## config.mk

```make
export PLATFORM = sky130hd
export DESIGN_NAME = drp_reconfig_seq
export DESIGN_NICKNAME = d
export VERILOG_FILES = /design/src/rtl/drp_seq_pkg.sv /design/src/rtl/drp_seq_dpath.sv /design/src/rtl/drp_seq_ctrl.sv /design/src/rtl/drp_reconfig_seq.sv
export SDC_FILE = /design/constraint.sdc
export NUM_CORES = 1
export LEC_CHECK = 0
export ABC_AREA = 1
export BUFFER_PORTS_ARGS = -buffer_cell sky130_fd_sc_hd__buf_2
export CORE_MARGIN = 2
export CORE_UTILIZATION = 25
export DETAILED_ROUTE_END_ITERATION = 12
export GPL_ROUTABILITY_DRIVEN = 1
export GPL_TIMING_DRIVEN = 0
export PLACE_DENSITY_LB_ADDON = 0.1
export SYNTH_ARGS = -nofsm -noshare
export SYNTH_HDL_FRONTEND = slang
export SYNTH_SLANG_ARGS = --single-unit
export TNS_END_PERCENT = 10
```

## constraint.sdc

```tcl
create_clock -name sclk -period 1.8 [get_ports sclk]
set_clock_uncertainty 0.2 [all_clocks]
set_input_delay 0.27 -clock sclk [delete_from_list [all_inputs] [get_ports sclk]]
set_output_delay 0.27 -clock sclk [all_outputs]
set_load 0.005 [all_outputs]
```

## src/rtl/drp_seq_pkg.sv

```systemverilog
package drp_seq_pkg;

  localparam int DRP_AW  = 7;
  localparam int DRP_DW  = 16;
  localparam int ENTRY_W = DRP_AW + 2 * DRP_DW;

  // Default table entry: power register, every bit forced high.
  localparam logic [ENTRY_W-1:0] DEF_ENTRY = {7'h28, 16'h0000, 16'hFFFF};

  typedef struct packed {
    logic [DRP_AW-1:0] addr;
    logic [DRP_DW-1:0] mask;
    logic [DRP_DW-1:0] bits;
  } romEntry_t;

  typedef struct packed {
    logic loadIdx;
    logic stepIdx;
    logic capture;
    logic applyMask;
    logic applySet;
  } dpCtrl_t;

  typedef enum logic [3:0] {
    ST_RESTART   = 4'd0,
    ST_WAIT_LOCK = 4'd1,
    ST_IDLE      = 4'd2,
    ST_ADDR      = 4'd3,
    ST_RD_WAIT   = 4'd4,
    ST_MASK      = 4'd5,
    ST_SET       = 4'd6,
    ST_WRITE     = 4'd7,
    ST_WR_WAIT   = 4'd8
  } seqState_t;

endpackage

```

## src/rtl/drp_seq_dpath.sv

```systemverilog
module drp_seq_dpath
  import drp_seq_pkg::*;
#(
  parameter int SET_LEN = 4,
  parameter logic [2*SET_LEN*ENTRY_W-1:0] ROM_INIT = {(2*SET_LEN){DEF_ENTRY}}
) (
  input  logic              clk,
  input  logic              rst,
  input  dpCtrl_t           ctrl,
  input  logic              cfgSel,
  input  logic [DRP_DW-1:0] drpRdData,
  output logic [DRP_AW-1:0] drpAddr,
  output logic [DRP_DW-1:0] drpWrData
);

  localparam int ROM_DEPTH = 2 * SET_LEN;
  localparam int IDX_W     = (ROM_DEPTH > 1) ? $clog2(ROM_DEPTH) : 1;

  romEntry_t         rom [ROM_DEPTH];
  logic [IDX_W-1:0]  idx;
  romEntry_t         cur;
  logic [DRP_DW-1:0] wrData;

  for (genvar g = 0; g < ROM_DEPTH; g++) begin : g_rom
    assign rom[g] = romEntry_t'(ROM_INIT[g*ENTRY_W +: ENTRY_W]);
  end

  assign cur = rom[idx];

  always_ff @(posedge clk) begin
    if (rst) begin
      idx <= '0;
    end else if (ctrl.loadIdx) begin
      idx <= cfgSel ? IDX_W'(SET_LEN) : '0;
    end else if (ctrl.stepIdx) begin
      idx <= idx + 1'b1;
    end
  end

  always_ff @(posedge clk) begin
    if (rst) begin
      wrData <= '0;
    end else if (ctrl.capture) begin
      wrData <= drpRdData;
    end else if (ctrl.applyMask) begin
      wrData <= wrData & cur.mask;
    end else if (ctrl.applySet) begin
      wrData <= wrData | cur.bits;
    end
  end

  assign drpAddr   = cur.addr;
  assign drpWrData = wrData;

  // after masking no dropped bit remains set
  assert_mask_clears_R6: assert property (@(posedge clk) disable iff (rst)
    ctrl.applyMask |=> ((drpWrData & ~cur.mask) == '0));

  // after the set step every set-bit is present
  assert_bits_present_R6: assert property (@(posedge clk) disable iff (rst)
    ctrl.applySet |=> ((drpWrData & cur.bits) == cur.bits));

endmodule

```

## src/rtl/drp_seq_ctrl.sv

```systemverilog
module drp_seq_ctrl
  import drp_seq_pkg::*;
#(
  parameter int SET_LEN = 4
) (
  input  logic    clk,
  input  logic    rst,
  input  logic    cfgStart,
  input  logic    drpRdy,
  input  logic    pllLocked,
  output dpCtrl_t ctrl,
  output logic    drpEn,
  output logic    drpWe,
  output logic    cfgReady,
  output logic    pllRst
);

  localparam int CNT_W = $clog2(SET_LEN + 1);

  seqState_t        state, stateNext;
  logic [CNT_W-1:0] left;
  logic             rstHold;
  logic             readyQ;
  logic             startOk;
  logic             lastDone;

  assign startOk  = (state == ST_IDLE) && cfgStart;
  assign lastDone = (state == ST_WR_WAIT) && drpRdy && (left == '0);

  always_comb begin
    stateNext = state;
    unique case (state)
      ST_RESTART:   stateNext = ST_WAIT_LOCK;
      ST_WAIT_LOCK: if (pllLocked) stateNext = ST_IDLE;
      ST_IDLE:      if (cfgStart) stateNext = ST_ADDR;
      ST_ADDR:      stateNext = ST_RD_WAIT;
      ST_RD_WAIT:   if (drpRdy) stateNext = ST_MASK;
      ST_MASK:      stateNext = ST_SET;
      ST_SET:       stateNext = ST_WRITE;
      ST_WRITE:     stateNext = ST_WR_WAIT;
      ST_WR_WAIT:   if (drpRdy) stateNext = (left != '0) ? ST_ADDR : ST_WAIT_LOCK;
      default:      stateNext = ST_RESTART;
    endcase
  end

  always_ff @(posedge clk) begin
    if (rst) begin
      state   <= ST_RESTART;
      left    <= '0;
      rstHold <= 1'b0;
      readyQ  <= 1'b0;
    end else begin
      state  <= stateNext;
      readyQ <= (state == ST_WAIT_LOCK) && pllLocked;
      if (startOk) begin
        left <= CNT_W'(SET_LEN);
      end else if (state == ST_WRITE) begin
        left <= left - 1'b1;
      end
      if (state == ST_WRITE) begin
        rstHold <= 1'b1;
      end else if (lastDone) begin
        rstHold <= 1'b0;
      end
    end
  end

  always_comb begin
    ctrl           = '0;
    ctrl.loadIdx   = startOk;
    ctrl.stepIdx   = (state == ST_WRITE);
    ctrl.capture   = (state == ST_RD_WAIT) && drpRdy;
    ctrl.applyMask = (state == ST_MASK);
    ctrl.applySet  = (state == ST_SET);
  end

  assign drpEn    = (state == ST_ADDR) || (state == ST_WRITE);
  assign drpWe    = (state == ST_WRITE);
  assign cfgReady = readyQ;
  assign pllRst   = rst | rstHold;

  assert_we_needs_en_R5: assert property (@(posedge clk) disable iff (rst)
    drpWe |-> drpEn);

  assert_en_single_R5: assert property (@(posedge clk) disable iff (rst)
    drpEn |=> !drpEn);

  assert_ready_pulse_R2: assert property (@(posedge clk) disable iff (rst)
    cfgReady |=> !cfgReady);

  assert_rst_after_write_R8: assert property (@(posedge clk) disable iff (rst)
    drpWe |=> pllRst);

  assert_no_issue_pending_R7: assert property (@(posedge clk) disable iff (rst)
    (state == ST_RD_WAIT && !drpRdy) |=> !drpEn);

endmodule

```

## src/rtl/drp_reconfig_seq.sv

```systemverilog
module drp_reconfig_seq
  import drp_seq_pkg::*;
#(
  parameter int SET_LEN = 4,
  parameter logic [2*SET_LEN*ENTRY_W-1:0] ROM_INIT = {(2*SET_LEN){DEF_ENTRY}}
) (
  input  logic              sclk,
  input  logic              rst,
  input  logic              cfgSel,
  input  logic              cfgStart,
  output logic              cfgReady,
  input  logic              pllLocked,
  output logic              pllRst,
  output logic              drpClk,
  output logic [DRP_AW-1:0] drpAddr,
  output logic [DRP_DW-1:0] drpWrData,
  input  logic [DRP_DW-1:0] drpRdData,
  output logic              drpEn,
  output logic              drpWe,
  input  logic              drpRdy
);

  dpCtrl_t ctrl;

  assign drpClk = sclk;

  drp_seq_ctrl #(.SET_LEN(SET_LEN)) u_ctrl (
    .clk       (sclk),
    .rst       (rst),
    .cfgStart  (cfgStart),
    .drpRdy    (drpRdy),
    .pllLocked (pllLocked),
    .ctrl      (ctrl),
    .drpEn     (drpEn),
    .drpWe     (drpWe),
    .cfgReady  (cfgReady),
    .pllRst    (pllRst)
  );

  drp_seq_dpath #(.SET_LEN(SET_LEN), .ROM_INIT(ROM_INIT)) u_dpath (
    .clk       (sclk),
    .rst       (rst),
    .ctrl      (ctrl),
    .cfgSel    (cfgSel),
    .drpRdData (drpRdData),
    .drpAddr   (drpAddr),
    .drpWrData (drpWrData)
  );

endmodule

```

* Word level (Yosys, flattened, before mapping)
Memory sizes are Yosys's and may differ from the RTL's.
Index checks and enable logic that the tools add are counted.
W data, S select, Z words.
** Storage, ports and cells
- Flip-flop bits (word level) :: 28
- Memory bits (read-only) :: 312
- Bits of input ports :: 22
- Output and inout bits :: 28
- Logic and storage cells :: 59
- Memories kept :: 1
** Memory list
- (no name shown) :: depth 8, bits a word 39, read ports 1, clocked after memory_dff 0, wr ports 0, line drp_seq_dpath.sv:28 : assign cur = rom[idx];
** Cells by class
- Add/sub/neg operators :: 2
- $lt $le $gt $ge :: 1
- Equality and inequality tests :: 12
- Mux-type cells :: 18
- Bitwise operators :: 4
- Reduce and logical (&&, ||, !) cells :: 14
** Operators with widths (number)
- $mux W39 :: 2
- $mux W16 :: 3
- $pmux W4 S9 :: 1
- $and A16 B16 Y16 :: 1
- $eq A4 B3 Y1 const B :: 4
- $mux W4 :: 4
- $or A16 B16 Y16 :: 1
- $mux W3 :: 5
- $eq A4 B2 Y1 const B :: 2
- $ne A2 B2 Y1 const B :: 4
- $reduce_bool A3 Y1 :: 2
- $logic_and A1 B1 Y1 :: 5
- $eq A4 B1 Y1 const B :: 1
- $eq A4 B4 Y1 const B :: 1
- $ge A4 B4 Y1 const B :: 1
- $logic_not A4 Y1 :: 1
- $not A3 Y4 :: 1
- $reduce_and A4 Y1 :: 1
- $reduce_bool A2 Y1 :: 2
- $add A3 B1 Y3 const B :: 1
- $logic_not A3 Y1 :: 1
- $sub A3 B1 Y3 const B :: 1
- $mux W1 :: 2
- $mux W2 :: 1
- other kinds (3) :: 3

* Logic depth before layout (Yosys ltp)
Gate-level depths: netlist of run 1.
- Depth after elaboration :: 8
- Mapped depth :: 8
- Gate-level depth less buffers :: 8

* Cells and area by module
Synthesis of run 1 repeated with hierarchy kept, for this count alone.
** Second synthesis, totals
- Cell total of the unflattened synthesis :: 201
- Area total of the unflattened synthesis :: 1362.6 µm²
** Modules (own cells, without submodules)
- drp_seq_dpath :: instances 1, cells each 113, area an instance 804.5 µm², sequential area each 320.3 µm²
- drp_seq_ctrl :: instances 1, cells each 87, area an instance 550.5 µm², sequential area each 180.2 µm²
- drp_reconfig_seq :: instances 1, cells each 1, area an instance 7.5 µm², sequential area each 0.0 µm²

==> results of run 1 <==
==> how the worst min path moves through the flow <==
stage          startpoint              end  cells after the start  slack (ns)
2_1_floorplan        sclk           drpClk                      1        0.15
3_3_place_gp         sclk           drpClk                      2        0.23
3_5_place_dp         sclk           drpClk                      2        0.23
4_1_cts          cfgStart  u_ctrl.state[1]                      4       0.006
5_1_grt          cfgStart  u_ctrl.state[1]                      4        0.04
6_report         cfgStart  u_ctrl.state[1]                      4       0.009
==> power by group through the flow <==
stage          clock, mW  combinational (mW)  sequential, mW
4_1_cts            0.589               0.449           0.696
3_5_place_dp      0.0540               0.419           0.705
5_1_grt            0.619               0.512           0.713
6_report           0.567               0.446           0.697
3_3_place_gp      0.0540               0.425           0.710
2_1_floorplan     0.0360               0.284           0.703
==> kinds of logic (layout without fill, tap and decap cells) <==
logic type	after synthesis	in the layout
and+or+nand+nor	66	66
DFF	25	25
adders and majority gates	2	2
buffers and inverters	27	91
AOI/OAI and AO/OA	39	39
other	2	7
xor gates and xnor gates	1	1
==> Yosys cell counts <==
cell type	count	area, sq um
sky130_fd_sc_hd__nor2_4	3	33.8
sky130_fd_sc_hd__buf_6	1	11.3
sky130_fd_sc_hd__o21ai_1	11	55.1
sky130_fd_sc_hd__conb_1	2	7.51
sky130_fd_sc_hd__a21oi_2	1	8.76
sky130_fd_sc_hd__clkbuf_1	2	7.51
sky130_fd_sc_hd__nand2_2	4	25.0
sky130_fd_sc_hd__ha_1	2	25.0
sky130_fd_sc_hd__dfxtp_1	25	500
sky130_fd_sc_hd__a31oi_1	5	31.3
sky130_fd_sc_hd__nand3_4	1	17.5
sky130_fd_sc_hd__nand2_4	1	11.3
sky130_fd_sc_hd__o21ai_0	4	20.0
sky130_fd_sc_hd__buf_4	9	67.6
sky130_fd_sc_hd__buf_2	1	5.00
sky130_fd_sc_hd__nand3_1	14	70.1
sky130_fd_sc_hd__clkinv_2	1	5.00
sky130_fd_sc_hd__a21oi_1	18	90.1
sky130_fd_sc_hd__inv_2	4	15.0
sky130_fd_sc_hd__or2_2	1	6.26
sky130_fd_sc_hd__xor2_1	1	8.76
sky130_fd_sc_hd__inv_1	9	33.8
sky130_fd_sc_hd__nor2_1	7	26.3
sky130_fd_sc_hd__nand2_1	34	128
sky130_fd_sc_hd__or2_1	1	6.26
==> placed cells by master, fill, tap and decap left out, types with 3 or more instances in the layout <==
cell type and instances:
sky130_fd_sc_hd__nand2_1 34, sky130_fd_sc_hd__o21ai_0 4, sky130_fd_sc_hd__conb_1 7, sky130_fd_sc_hd__nand3_1 14, sky130_fd_sc_hd__a31oi_1 5, sky130_fd_sc_hd__nor2_1 7, sky130_fd_sc_hd__clkbuf_8 6, sky130_fd_sc_hd__inv_1 9
sky130_fd_sc_hd__a21oi_1 18, sky130_fd_sc_hd__o21ai_1 11, sky130_fd_sc_hd__dlygate4sd3_1 17, sky130_fd_sc_hd__inv_2 4, sky130_fd_sc_hd__nand2_2 4, sky130_fd_sc_hd__dfxtp_1 23, sky130_fd_sc_hd__nor2_4 3, sky130_fd_sc_hd__buf_2 40
sky130_fd_sc_hd__buf_4 8
==> through the flow <==
stage | instance area, sq um | std cells
finish | 1770 | 285
detailed placement | 1510 | 262
global placement | 1510 | 262
CTS | 1770 | 285
global route | 1770 | 285
floorplan | 1230 | 167
==> critical path: cells and delay by family <==
kind                   cells  cell delay [ns]
buffers and inverters      3             0.33
==> area by class of cell <==
| type | count | area share (%) |
|---|---|---|
| Sequential cell | 25 | 28.4 |
| Tap cell | 54 | 3.81 |
| Clock inverter | 1 | 0.424 |
| Multi-Input combinational cell | 115 | 33.3 |
| Buffer | 12 | 4.87 |
| Clock buffer | 7 | 5.30 |
| Timing Repair Buffer | 57 | 20.9 |
| Inverter | 14 | 3.04 |
==> state kept, by name, summed over array words and instances, names as in the netlist <==
signal and flops:
u_ctrl.left 3, u_ctrl.cfgReady 1, u_dpath.drpWrData 16, u_ctrl.rstHold 1, u_ctrl.state 4
==> metal layers <==
layer | GRT usage, % | part of all wire [%] | wire (um)
met1 | 16.3 | 47 | 1460
met5 | 0 | 0 | 0
met2 | 19.6 | 46 | 1420
met3 | 2.61 | 4.8 | 147
met4 | 6.26 | 1.7 | 51
==> timing repair <==
action                                  4_1_cts  5_1_grt
resized for setup                             2        2
endpoints found under the setup margin        2        7
hold buffers                                 17        0
hold endpoints to repair                     17        0
==> results list, run 1 <==
- After synthesis, the netlist uses 25 different library cells.
- Count of maximum capacitance violations: 0
* Global route total overflow: 0
- Number of rows in the core area: 25
- Combined area of the multi-input logic cells: 589 sq um
- Register area: 503 sq um
- Largest net degree at the start of global routing: 16
* CP Data Required Time: 1.33 ns
- The run finished with clean final reports.
- Final weighted congestion of routability-driven global placement: 0.767
- Count of yosys warnings during synthesis: 0
* Switching power as a share of total power: 31.8%
* Post-placement worst setup slack: 0.118 ns
* Number of inserted diodes: 0
* DR iter-0 viols: 42
* Fraction of the yosys area taken by sequential cells: 41.2%
- The later pin in the worst-skew pair is clocked with a latency of 0.38 ns.
- Dividing total power by cell area gives a power density of 966 nW/um^2.
* Final-layout fill cell count: 499
- Vias/cell: 4.20
- Static power due to leakage: 0.823 nW
- Multiplexer share of the synthesized area: 0%
- Initial standard-cell utilization of the core: 25.9%
- Registers are responsible for 40.8% of the overall power.
* Clock transition at the register clock pins on the worst setup and hold paths after CTS: 0.10 ns
- The path class of the tightest hold or removal check is input port to flop.
* Mean cell area of the mapped netlist: 7.51 sq um
* Post-route DRC: 0
* CP endpoint: drpClk
* Fraction of synthesized cell area in xor and xnor cells: 0.720%
- Hold is met by 0.00940 ns.
- Post-Route Utilization: 37.8%
* Synth Area in Adders: 2.06%
- After floorplanning, the core was sized to cover 4690 sq um.
- Area growth from synthesis to layout: 45.7%
- In the synthesized netlist, the number of instances is 162.
- In this run the worst path has a maximum fanout of 2.
- Counting flops and latches in the post-synthesis netlist gives 25.
* Number of cells on the worst reg-to-reg path: 6
- The max-slew violation total from the final report came to 0.
- Data on the critical path arrives at its endpoint at 1.23 ns.
- Final setup fails: 0
- By area, the combinational part of the netlist is dominated by simple AND/OR/NAND/NOR gates.
- The worst register-to-register path begins at u_ctrl.state[2].
* Total GRT Usage: 12.6%
* Combinational cell fraction of total power: 26.1%
- The die is 73.7 um wide.
- Net count, final: 256
* Portion of the clock cycle consumed by the worst path in the final layout: 94.3%
- From bottom edge to top edge, the die measures 73.7 um.
- For this block, the via count after detailed routing is 1197.
- Hold violation total from the final report: 0
- The most critical setup path has its startpoint at sclk.
- Number of iterations in the first detailed-routing pass: 4
* Setup TNS after final layout: 0 ns
- Post-layout min period: 1.70 ns
- IR analysis of the VDD net gives a maximum drop of 0.000430 V.
* Portion of total power attributed to the clock network: 33.1%
- The cell area that synthesis handed to floorplanning was 1220 sq um.
- Classification of the worst setup path: clock port to primary output
- Area of the die: 5440 sq um
- Setup Fix Bufs, Post-CTS: 0
- In this run the power spent charging and discharging nets is 0.545 mW.
* Synth Area in Simple Gates: 26.6%
* Highest cell delay on the worst timing path: 0.12 ns
- Setup slack closes at 0.103 ns.
* CP max stage cell: sky130_fd_sc_hd__clkbuf_8
* Global-route wire length before repair: 5.30 mm
- Category of the worst setup path launch point: clock port
- In the final routed layout, each cell accounts on average for 10.8 um.
- STA classifies the critical path endpoint as a primary output.
* Crit Reg-Reg Endpoint: u_dpath.drpWrData[10]
- For flop-to-flop paths, the worst setup slack is 0.13 ns.
- The via count of the first global-routing pass was 1220.
- Count of pins on the block boundary: 50
- After layout, the design draws a total of 1.71 mW.
- Series of cell instances along the critical path: clkbuf_8 > clkbuf_8 > buf_6
- TritonCTS built the clock tree.
* Most Frequent Cell on Critical Path: sky130_fd_sc_hd__clkbuf_8
- Buffers added on ports: 41
- Setup repair after global routing left no endpoint under its margin.
* Aggregate routed wire length: 3.08 mm
- Detailed placement ended at an HPWL of 2.20 mm.
- The number of antenna violations at the first check in global routing came to 0.
* Max Fclk: 589 MHz
- Internal power: 1.17 mW
* Antenna violation net count after detailed routing: 0
* Share of final-layout standard cells stronger than drive strength 1: 32.9%
* Area fraction in compound gates after synthesis: 16.9%
Power figures use the tool's default switching activity.
==> inputs of run 2 (changes only) <==
--- a/config.mk
+++ b/config.mk
@@ -11,2 +11,3 @@
 export CORE_UTILIZATION = 25
+export CTS_CLUSTER_DIAMETER = 30
 export DETAILED_ROUTE_END_ITERATION = 12
@@ -15,2 +16,3 @@
 export PLACE_DENSITY_LB_ADDON = 0.1
+export SKIP_CTS_REPAIR_TIMING = 1
 export SYNTH_ARGS = -nofsm -noshare
--- a/constraint.sdc
+++ b/constraint.sdc
@@ -4,2 +4,2 @@
 set_output_delay 0.27 -clock sclk [all_outputs]
-set_load 0.005 [all_outputs]
+set_load 0.01 [all_outputs]
==> run 2 against run 1 <==
Worst hold slack worse by 0.00079 ns. Die area stayed put. Worst setup slack lost 0.014 ns. Register-to-register slack improved by 0.05 ns. Utilization barely moved. Largest cell class unchanged. Clock-buffer cell count stayed put. Final cell count is the same. Sequential share of layout area increased by 0.051 points. Critical path depth up 1. Routed wire length hardly changed. First-iteration DRC count increased by 7.1%. Design area hardly changed.
==> results list, run 2 (synthesized netlist as in run 1, its figures left out) <==
- Count of pins over their slew limit: 0 (unchanged)
* Post-Route Utilization: 37.8% (about the same)
- Worst Slack Setup Final: 0.0891 ns (was 0.103 ns)
* Max Fclk: 584 MHz (was 589 MHz)
* Global route total overflow: 0 (unchanged)
- The count of cells along the worst register-to-register path came to 6 (unchanged).
- The via count normalized by instance count came to 4.21 (was 4.20).
* Vertical die dimension: 73.7 um (unchanged)
- The global router's overall resource usage was 11.8% (was 12.6%).
- Post-layout power: 1.75 mW (was 1.71 mW)
- The core box area came to 4690 sq um (unchanged).
* Largest net degree at the start of global routing: 16 (unchanged)
- Power density of the placed cells: 986 nW/um^2 (was 966 nW/um^2)
- The kind of path behind the tightest hold check is input port to flop (unchanged).
- Category of the worst setup path launch point: flop (was clock port)
- Clock transition at the register clock pins on the worst setup and hold paths after CTS: 0.10 ns (about the same)
- The number of endpoints failing setup at the final stage was 0 (unchanged).
- CTS tree: done (unchanged)
* CP Data Required Time: 1.33 ns (about the same)
- The violation count after the first detailed-routing iteration was 45 (was 42).
- The number of core rows came to 25 (unchanged).
- The maximum fanout along the worst path was 5 (was 2).
* Most frequent cells in the layout: 40 x sky130_fd_sc_hd__buf_2, 34 x sky130_fd_sc_hd__nand2_1, 22 x sky130_fd_sc_hd__dfxtp_1 (was 40 x sky130_fd_sc_hd__buf_2, 34 x sky130_fd_sc_hd__nand2_1, 23 x sky130_fd_sc_hd__dfxtp_1)
- Count of maximum capacitance violations: 0 (unchanged)
- The clock latency of the later-clocked register in the worst-skew pair is 0.38 ns (about the same).
* Die X: 73.7 um (unchanged)
* Placed wire-length estimate after detailed placement: 2.20 mm (unchanged)
- Aggregate routed wire length: 3.08 mm (about the same)
- Antenna violation net count after detailed routing: 0 (unchanged)
- Post-placement worst setup slack: 0.118 ns (unchanged)
- Critical path capture point type: primary output (unchanged)
- Net count, final: 256 (unchanged)
* Post-route DRC: 0 (unchanged)
* Buffers added on ports: 41 (unchanged)
- The fraction of final layout cells sized beyond drive strength 1 came to 33.3% (was 32.9%).
- The worst vdd rail ir drop was 0.000440 V (was 0.000430 V).
* Vias after detailed routing: 1200 (was 1197)
- The sequential group share of total power came to 40.0% (was 40.8%).
- Number of antenna violations at the first check in global routing: 0 (unchanged)
- Number of iterations in the first detailed-routing pass: 4 (unchanged)
* Count of pins on the block boundary: 50 (unchanged)
* Most frequent standard cell in the layout excluding fill and tap cells: sky130_fd_sc_hd__buf_2 (unchanged)
- Setup repair after global routing missed its margin: no (unchanged)
* Switching power as a share of total power: 33.1% (was 31.8%)
* Post-layout min period: 1.71 ns (was 1.70 ns)
- The fraction of power consumed by the clock network was 33.1% (about the same).
* Area growth from synthesis to layout: 45.8% (was 45.7%)
- The internal power of the cells is 1.17 mW (about the same).
- The via count of the first global-routing pass is 1128 (was 1220).
* Classification of the worst setup path: flop to primary output (was clock port to primary output)
* Outcome: finished, final reports clean (unchanged)
- The final estimated routing congestion in global placement came to 0.767 (unchanged).
* Hold violation total from the final report: 0 (unchanged)
* Average routed wire per standard cell: 10.8 um (about the same)
* Hold Path Stages: 4 (unchanged)
- The portion of the clock cycle consumed by the worst path in the final layout came to 95.0% (was 94.3%).
- The flip-flop count of the largest register after layout came to 16 (unchanged).
- Initial standard-cell utilization of the core: 25.9% (unchanged)
* Area of the die: 5440 sq um (unchanged)
* Number of inserted diodes: 0 (unchanged)
* Combinational cell fraction of total power: 27.0% (was 26.1%)
- The net switching power figure is 0.578 mW (was 0.545 mW).
- Worst endpoint data arrival time: 1.24 ns (was 1.23 ns)
- Static power due to leakage: 0.824 nW (was 0.823 nW)
- The first-pass GRT wire length was 4.98 mm (was 5.30 mm).
## run 2: cell counts in the layout (fill, tap and decap cells not counted)
No cell type changed its count.
## run 2: power groups by stage
stage / clock, mW / sequential, mW / combinational, mW
2_1_floorplan: 0.0458 / 0.722 / 0.289
3_3_place_gp: 0.0634 / 0.710 / 0.449
3_5_place_dp: 0.0634 / 0.705 / 0.444
4_1_cts: 0.599 / 0.694 / 0.445
5_1_grt: 0.629 / 0.714 / 0.536
6_report: 0.578 / 0.698 / 0.472
## run 2: worst paths after layout
path	from	end	slack, ns
setup / recovery	u_ctrl.state[3]	drpWe	0.09
hold / removal	cfgStart	u_ctrl.state[1]	0.009
setup reg to reg	u_ctrl.state[2]	u_dpath.drpWrData[10]	0.18
hold reg to reg	u_ctrl.left[0]	u_ctrl.left[0]	0.26
## run 2: area by class of cell
| cell class | count | area [sq um] |
|---|---|---|
| Buffer | 12 | 86.3 |
| Clock buffer | 7 | 93.8 |
| Clock inverter | 1 | 7.51 |
| Fill cell | 504 | 2920 |
| Inverter | 14 | 53.8 |
| Multi-Input combinational cell | 115 | 589 |
| Sequential cell | 25 | 504 |
| Tap cell | 54 | 67.6 |
| Timing Repair Buffer | 57 | 370 |
## run 2: routing by layer
layer | global-route usage, % | vias up | wire [um]
met5 | 0 | - | 0
met4 | 6.06 | 0 | 51
met3 | 2.88 | 5 | 136
met2 | 17.6 | 36 | 1400
met1 | 15.9 | 509 | 1500
li1 | - | 650 | -
## run 2: critical path, cell delays in order, from the launching register on
cell and delay (ns):
sky130_fd_sc_hd__dfxtp_1 0.38, sky130_fd_sc_hd__inv_2 0.09, sky130_fd_sc_hd__nand2_1 0.11, sky130_fd_sc_hd__nor2_4 0.14
sky130_fd_sc_hd__buf_2 0.15
## run 2: metrics by stage
stage	setup TNS [ns]	hold slack, ns	instance area (sq um)	cells
after floorplan	0	0.162	1230	167
after global placement	0	0.251	1510	262
after detailed placement	0	0.251	1510	262
after CTS	-0.0669	-0.0766	1600	269
after global routing	0	0.0442	1770	285
final	0	0.00861	1770	285
